### config.mk
export PLATFORM = sky130hd
export DESIGN_NAME = bytelane_bridge
export DESIGN_NICKNAME = d
export VERILOG_FILES = /design/src/rtl/bl_pkg.sv /design/src/rtl/bl_seq.sv /design/src/rtl/bl_beats.sv /design/src/rtl/bl_lanes.sv /design/src/rtl/bytelane_bridge.sv
export SDC_FILE = /design/constraint.sdc
export NUM_CORES = 1
export LEC_CHECK = 0
export ABC_AREA = 1
export BUFFER_PORTS_ARGS = -buffer_cell sky130_fd_sc_hd__buf_2
export CORE_ASPECT_RATIO = 2
export CORE_MARGIN = 5
export CORE_UTILIZATION = 60
export DETAILED_ROUTE_END_ITERATION = 10
export PLACE_DENSITY = 0.88
export SLEW_MARGIN = 20
export SYNTH_ARGS = -nofsm -noshare
export SYNTH_HDL_FRONTEND = slang
export SYNTH_SLANG_ARGS = --single-unit
### constraint.sdc
create_clock -name clk -period 2.4 [get_ports clk]
set_clock_uncertainty 0.1 [all_clocks]
set_input_delay 0.12 -clock clk [delete_from_list [all_inputs] [get_ports clk]]
set_output_delay 0.12 -clock clk [all_outputs]
set_load 0.03 [all_outputs]
### src/rtl/bl_pkg.sv
package bl_pkg;

  typedef enum logic [2:0] {
    S_IDLE,
    S_RD_REQ,
    S_RD_COLLECT,
    S_WR_REQ,
    S_WR_PUSH
  } bl_state_e;

endpackage

### src/rtl/bl_seq.sv
module bl_seq
  import bl_pkg::*;
(
  input  logic      clk,
  input  logic      rst_n,
  input  logic      cpu_sel,
  input  logic      cpu_we,
  input  logic      mem_done,
  output logic      busy,
  output logic      mem_req,
  output logic      mem_we,
  output logic      ev_accept,
  output logic      ev_merge,
  output logic      ev_rd_finish,
  output logic      ev_wr_finish
);

  bl_state_e state_q, state_d;
  logic      we_q;

  always_comb begin
    state_d = state_q;
    unique case (state_q)
      S_IDLE:       if (cpu_sel) state_d = S_RD_REQ;
      S_RD_REQ:     state_d = S_RD_COLLECT;
      S_RD_COLLECT: if (mem_done) state_d = we_q ? S_WR_REQ : S_IDLE;
      S_WR_REQ:     state_d = S_WR_PUSH;
      S_WR_PUSH:    if (mem_done) state_d = S_IDLE;
      default:      state_d = S_IDLE;
    endcase
  end

  always_ff @(posedge clk) begin
    if (!rst_n) begin
      state_q <= S_IDLE;
      we_q    <= 1'b0;
    end else begin
      state_q <= state_d;
      if (ev_accept) we_q <= cpu_we;
    end
  end

  assign busy         = (state_q != S_IDLE);
  assign mem_req      = (state_q == S_RD_REQ) || (state_q == S_WR_REQ);
  assign mem_we       = (state_q == S_WR_REQ) || (state_q == S_WR_PUSH);
  assign ev_accept    = (state_q == S_IDLE) && cpu_sel;
  assign ev_merge     = (state_q == S_RD_COLLECT) && mem_done && we_q;
  assign ev_rd_finish = (state_q == S_RD_COLLECT) && mem_done && !we_q;
  assign ev_wr_finish = (state_q == S_WR_PUSH) && mem_done;

endmodule

### src/rtl/bl_beats.sv
module bl_beats #(
  parameter int BEAT_W = 16,
  parameter int BEATS  = 2,
  localparam int WORD_W    = BEAT_W * BEATS,
  localparam int BEAT_BITS = $clog2(BEATS)
) (
  input  logic                 clk,
  input  logic                 rst_n,
  input  logic                 clear,
  input  logic                 rvalid,
  input  logic [BEAT_W-1:0]    rbeat,
  input  logic                 wtake,
  input  logic [WORD_W-1:0]    wr_word,
  output logic [WORD_W-1:0]    rd_word,
  output logic [BEAT_W-1:0]    wbeat,
  output logic [BEAT_BITS-1:0] beat_idx
);

  // beat position within the burst; restarts on every request
  always_ff @(posedge clk) begin
    if (!rst_n || clear) beat_idx <= '0;
    else if (rvalid || wtake) beat_idx <= beat_idx + 1'b1;
  end

  for (genvar g = 0; g < BEATS; g++) begin : g_beat
    logic [BEAT_W-1:0] hold_q;
    always_ff @(posedge clk) begin
      if (!rst_n) hold_q <= '0;
      else if (rvalid && (beat_idx == BEAT_BITS'(g))) hold_q <= rbeat;
    end
    assign rd_word[g*BEAT_W +: BEAT_W] = hold_q;
  end

  assign wbeat = wr_word[beat_idx*BEAT_W +: BEAT_W];

endmodule

### src/rtl/bl_lanes.sv
module bl_lanes #(
  parameter int LANE_W = 8,
  parameter int LANES  = 4,
  localparam int WORD_W    = LANE_W * LANES,
  localparam int LANE_BITS = $clog2(LANES)
) (
  input  logic [WORD_W-1:0]    word,
  input  logic [LANE_BITS-1:0] lane,
  input  logic [LANE_W-1:0]    new_byte,
  output logic [LANE_W-1:0]    picked,
  output logic [WORD_W-1:0]    merged
);

  logic [LANE_W-1:0] slice [LANES];

  for (genvar g = 0; g < LANES; g++) begin : g_lane
    assign slice[g] = word[g*LANE_W +: LANE_W];
    assign merged[g*LANE_W +: LANE_W] =
      (lane == LANE_BITS'(g)) ? new_byte : slice[g];
  end

  assign picked = slice[lane];

endmodule

### src/rtl/bytelane_bridge.sv
module bytelane_bridge #(
  parameter int CPU_AW = 16,
  parameter int LANE_W = 8,
  parameter int LANES  = 4,
  parameter int BEATS  = 2,
  localparam int WORD_W    = LANE_W * LANES,
  localparam int BEAT_W    = WORD_W / BEATS,
  localparam int LANE_BITS = $clog2(LANES),
  localparam int BEAT_BITS = $clog2(BEATS),
  localparam int MAW       = CPU_AW - LANE_BITS + BEAT_BITS
) (
  input  logic              clk,
  input  logic              rst_n,
  input  logic              cpu_sel,
  input  logic              cpu_we,
  input  logic [CPU_AW-1:0] cpu_addr,
  input  logic [LANE_W-1:0] cpu_wdata,
  output logic [LANE_W-1:0] cpu_rdata,
  output logic              cpu_wait,
  output logic              mem_req,
  output logic              mem_we,
  output logic [MAW-1:0]    mem_addr,
  output logic [BEAT_W-1:0] mem_wbeat,
  input  logic              mem_wtake,
  input  logic [BEAT_W-1:0] mem_rbeat,
  input  logic              mem_rvalid,
  input  logic              mem_done
);

  // word index with the beat-select bits cleared, so bursts start on the low half
  function automatic logic [MAW-1:0] burst_addr(input logic [CPU_AW-1:0] a);
    return {a[CPU_AW-1:LANE_BITS], {BEAT_BITS{1'b0}}};
  endfunction

  logic                 busy;
  logic                 ev_accept, ev_merge, ev_rd_finish, ev_wr_finish;
  logic [CPU_AW-1:0]    addr_q;
  logic [LANE_W-1:0]    wdata_q;
  logic [LANE_W-1:0]    rdata_q;
  logic [WORD_W-1:0]    wr_word_q;
  logic [WORD_W-1:0]    rd_word;
  logic [WORD_W-1:0]    merged;
  logic [LANE_W-1:0]    picked;
  logic [BEAT_BITS-1:0] beat_idx;

  bl_seq u_seq (
    .clk          (clk),
    .rst_n        (rst_n),
    .cpu_sel      (cpu_sel),
    .cpu_we       (cpu_we),
    .mem_done     (mem_done),
    .busy         (busy),
    .mem_req      (mem_req),
    .mem_we       (mem_we),
    .ev_accept    (ev_accept),
    .ev_merge     (ev_merge),
    .ev_rd_finish (ev_rd_finish),
    .ev_wr_finish (ev_wr_finish)
  );

  bl_beats #(.BEAT_W(BEAT_W), .BEATS(BEATS)) u_beats (
    .clk      (clk),
    .rst_n    (rst_n),
    .clear    (mem_req),
    .rvalid   (mem_rvalid),
    .rbeat    (mem_rbeat),
    .wtake    (mem_wtake),
    .wr_word  (wr_word_q),
    .rd_word  (rd_word),
    .wbeat    (mem_wbeat),
    .beat_idx (beat_idx)
  );

  bl_lanes #(.LANE_W(LANE_W), .LANES(LANES)) u_lanes (
    .word     (rd_word),
    .lane     (addr_q[LANE_BITS-1:0]),
    .new_byte (wdata_q),
    .picked   (picked),
    .merged   (merged)
  );

  always_ff @(posedge clk) begin
    if (!rst_n) begin
      addr_q    <= '0;
      wdata_q   <= '0;
      rdata_q   <= '0;
      wr_word_q <= '0;
    end else begin
      if (ev_accept) begin
        addr_q  <= cpu_addr;
        wdata_q <= cpu_wdata;
      end
      if (ev_merge)     wr_word_q <= merged;
      if (ev_rd_finish) rdata_q   <= picked;
    end
  end

  assign cpu_rdata = rdata_q;
  assign cpu_wait  = busy;
  assign mem_addr  = burst_addr(addr_q);

endmodule

==> flow_summary.toml <==
[sta]
timing.hold.ws_ps = 6.16
hold_viol_final = 0
timing.setup.tns_ps = 0
slew_headroom = 0.599
post-route-period-util = 0.742
fmax_ghz = 0.561
drv_slew = 0
worst_slew_pin_slew_ps = 602
fin_crit_ps = 1780
setup_viol = 0
rsz0062_at_grt = "false"

[logic_synthesis]
syn_nets = 755
yosysUniqueCellTypes = 26
synth-compound-area-share = 0.149
synth_top_family_by_area = "simple AND/OR/NAND/NOR gates"
synth_simple_gate_area_frac = 0.286
synth_edf_count = 0
synthAdderAreaFrac = 0
synth.avg_cell_area_um2 = 6.63
synthCells = 708
ys_warn_count = 0
synth_area_um2 = 4690
ys_ff_latch = 101
ys.flop_type = "dfxtp_1"
synth-xor-area-share = 0
ys_seq_area_frac = 0.431
async_flop_share = 0
synth_mux_area_frac = 0

[finish]
final_core_util = 0.750
drive_gt1_frac = 0.152
fin_area_um2 = 5700
multi_input_area_um2 = 2050
final_common_cell = "nand2_1"
antenna_cells = 0
nNetsFinal = 846
ff_latch_area_um2 = 2020
areaGrowthSynthToFinish_pct = 21.4
final_cell_mix = "nand2_1 (153), nor2_1 (134), o21ai_0 (103)"
fillers = 608

[global_route]
grt_usage = 0.281
grt_max_degree = 65
grt_pass1_vias = 4610
antenna_found_initial = 0
grt_pass1_wl_um = 21500
grt-ovfl-total = 0

[drt]
firstDrtPassIters = 5
drtAntennaViolNets = 0
routed_wl_um = 13400
remaining_drc_errors = 0
drt-initial-drc-count = 395
avgViaCountPerCell = 5.21
vias = 4678
wl_per_cell_um = 14.9

[setup_path]
start_kind = "flip-flop"
path_cells = "buf_4 -> inv_1 -> nor2_4 -> inv_1 -> nand2_1 -> o21ai_0 -> nor2_1 -> nor2_1"
critPathCapture = "wr_word_q[22]$_SDFFE_PN0P_"
worst_r2r_path_depth = 8
cp_max_fo = 16
required_ps = 2540
cpMaxStageDelayCell = "dfxtp_1"
critPathCaptureType = "flip-flop"
rr_endpoint = "wr_word_q[22]$_SDFFE_PN0P_"
cpPeakStageDelay_ps = 320
crit_path_start = "addr_q[1]$_SDFFE_PN0P_"
r2r-start = "addr_q[1]$_SDFFE_PN0P_"
critical_path.top_delay_family = "buffers and inverters"
worst-path-stages = 8
arrival_ps = 1920
critPathBufInv = 3
path_class = "reg2reg"
r2r_slack_ps = 620

[die]
num_io_pins = 89
initial_core_util = 0.618
row_count = 45
dieWidth_um = 72.5
core_um2 = 7600
design.die.area_um2 = 9800
dieHeight_um = 135

[place]
gp_congestion = 0.896
dp_hpwl_um = 8970
placed_area_um2 = 5000
place.port_buffers = 87

[job]
max_cap_violations = 0

[min_path]
hold_class = "in2reg"
hp-start = "cpu_wdata[5]"

[clock_tree]
cts_buffer_depth = 2
cts_inserted_buffers = 9
htree_levels = 3
clock-sinks = 101
insertion_delay_ps = 350
root_buffer = "clkbuf_16"
cts_tree = "done"
clk_pin_slew_worst_paths_ps = 70

[run_status]
status = "finished, final reports clean"

[power_and_ir_drop]
p_leak_nw = 2.77
ir_drop_mv = 0.788
power_density_nw_per_um2 = 1000
worst reg2reg max path: cells and delay by family (launching register included):
| family | cells | cell delay [ps] |
|---|---|---|
| AOI/OAI and AO/OA | 1 | 90 |
| buffers and inverters | 3 | 600 |
| and+or+nand+nor | 4 | 570 |
| DFF | 1 | 320 |
logic make-up (layout without fill, tap and decap cells):
logic type             count (synthesis)  count (layout)
AOI/OAI and AO/OA                    140             140
other                                  1               1
DFF                                  101             101
and+or+nand+nor                      329             329
buffers and inverters                137             233
worst min-delay path by stage:
stage / slack (ps) / end / cells past startpoint
after global placement: 280 / u_beats.g_beat[0].hold_q[9]$_SDFFE_PN0P_ / 3
after floorplan: 180 / u_beats.g_beat[0].hold_q[13]$_SDFFE_PN0P_ / 2
after global routing: 20 / wdata_q[2]$_SDFFE_PN0P_ / 3
final: 6 / wdata_q[5]$_SDFFE_PN0P_ / 3
after CTS: 1 / wdata_q[5]$_SDFFE_PN0P_ / 3
after detailed placement: 290 / u_beats.g_beat[1].hold_q[15]$_SDFFE_PN0P_ / 3
what timing repair did:
| action | 4_1_cts | 5_1_grt |
|---|---|---|
| hold buffers | 38 | 0 |
| gates resized for setup | 0 | 0 |
| buffers inserted | 0 | 0 |
| endpoints found under the hold margin | 50 | 0 |
routing by layer:
metal / track usage / vias to the layer above / wire, µm
met2: 0.524 / 152 / 7340
met5: 0 / - / 0
met4: 0.160 / 0 / 601
met3: 0.0380 / 40 / 552
li1: - / 2370 / -
met1: 0.286 / 2116 / 4860
cells in the mapped netlist (2+ instances only):
cell type,n,share of area
nand3_1,22,0.023
inv_1,81,0.065
nand2_1,153,0.12
buf_2,16,0.017
buf_6,4,0.0096
buf_4,16,0.026
o21ai_0,103,0.11
nor3_1,2,0.0021
o21ai_1,3,0.0032
nor2_1,134,0.11
nand2_2,2,0.0027
clkbuf_1,16,0.013
nor2_2,2,0.0027
dfxtp_1,101,0.43
clkbuf_2,2,0.0021
nand4_1,8,0.011
a21oi_1,34,0.036
flip-flops by register name (all words and copies together) (netlist names):
name and cells:
wr_word_q 32, cpu_rdata 8, u_seq.state_q 3, addr_q 16, wdata_q 8, u_beats.beat_idx 1
u_seq.we_q 1, u_beats.g_beat.hold_q 32
cell type report:
type                            count  share of cell area
Clock inverter                      7              0.0158
Clock buffer                        9              0.0395
Multi-Input combinational cell    470               0.359
Timing Repair Buffer              135               0.156
Sequential cell                   101               0.355
Tap cell                           94              0.0206
Inverter                           82              0.0540
through the flow:
step,cells,worst slack (ps),total power (W)
floorplan,708,871,0.00367
global placement,844,779,0.00401
detailed placement,844,686,0.00408
CTS,898,631,0.00565
global route,898,512,0.00601
finish,898,619,0.00571
report_power, final:
group | switching (W) | internal (W) | total (W) | leakage, nW
Combinational | 0.00137 | 0.000571 | 0.00194 | 1.79
Sequential | 0.000243 | 0.00198 | 0.00223 | 0.827
Clock | 0.000631 | 0.000907 | 0.00154 | 0.151
Total | 0.00224 | 0.00346 | 0.00571 | 2.77
Note: power is estimated with default switching activity, not from simulation.
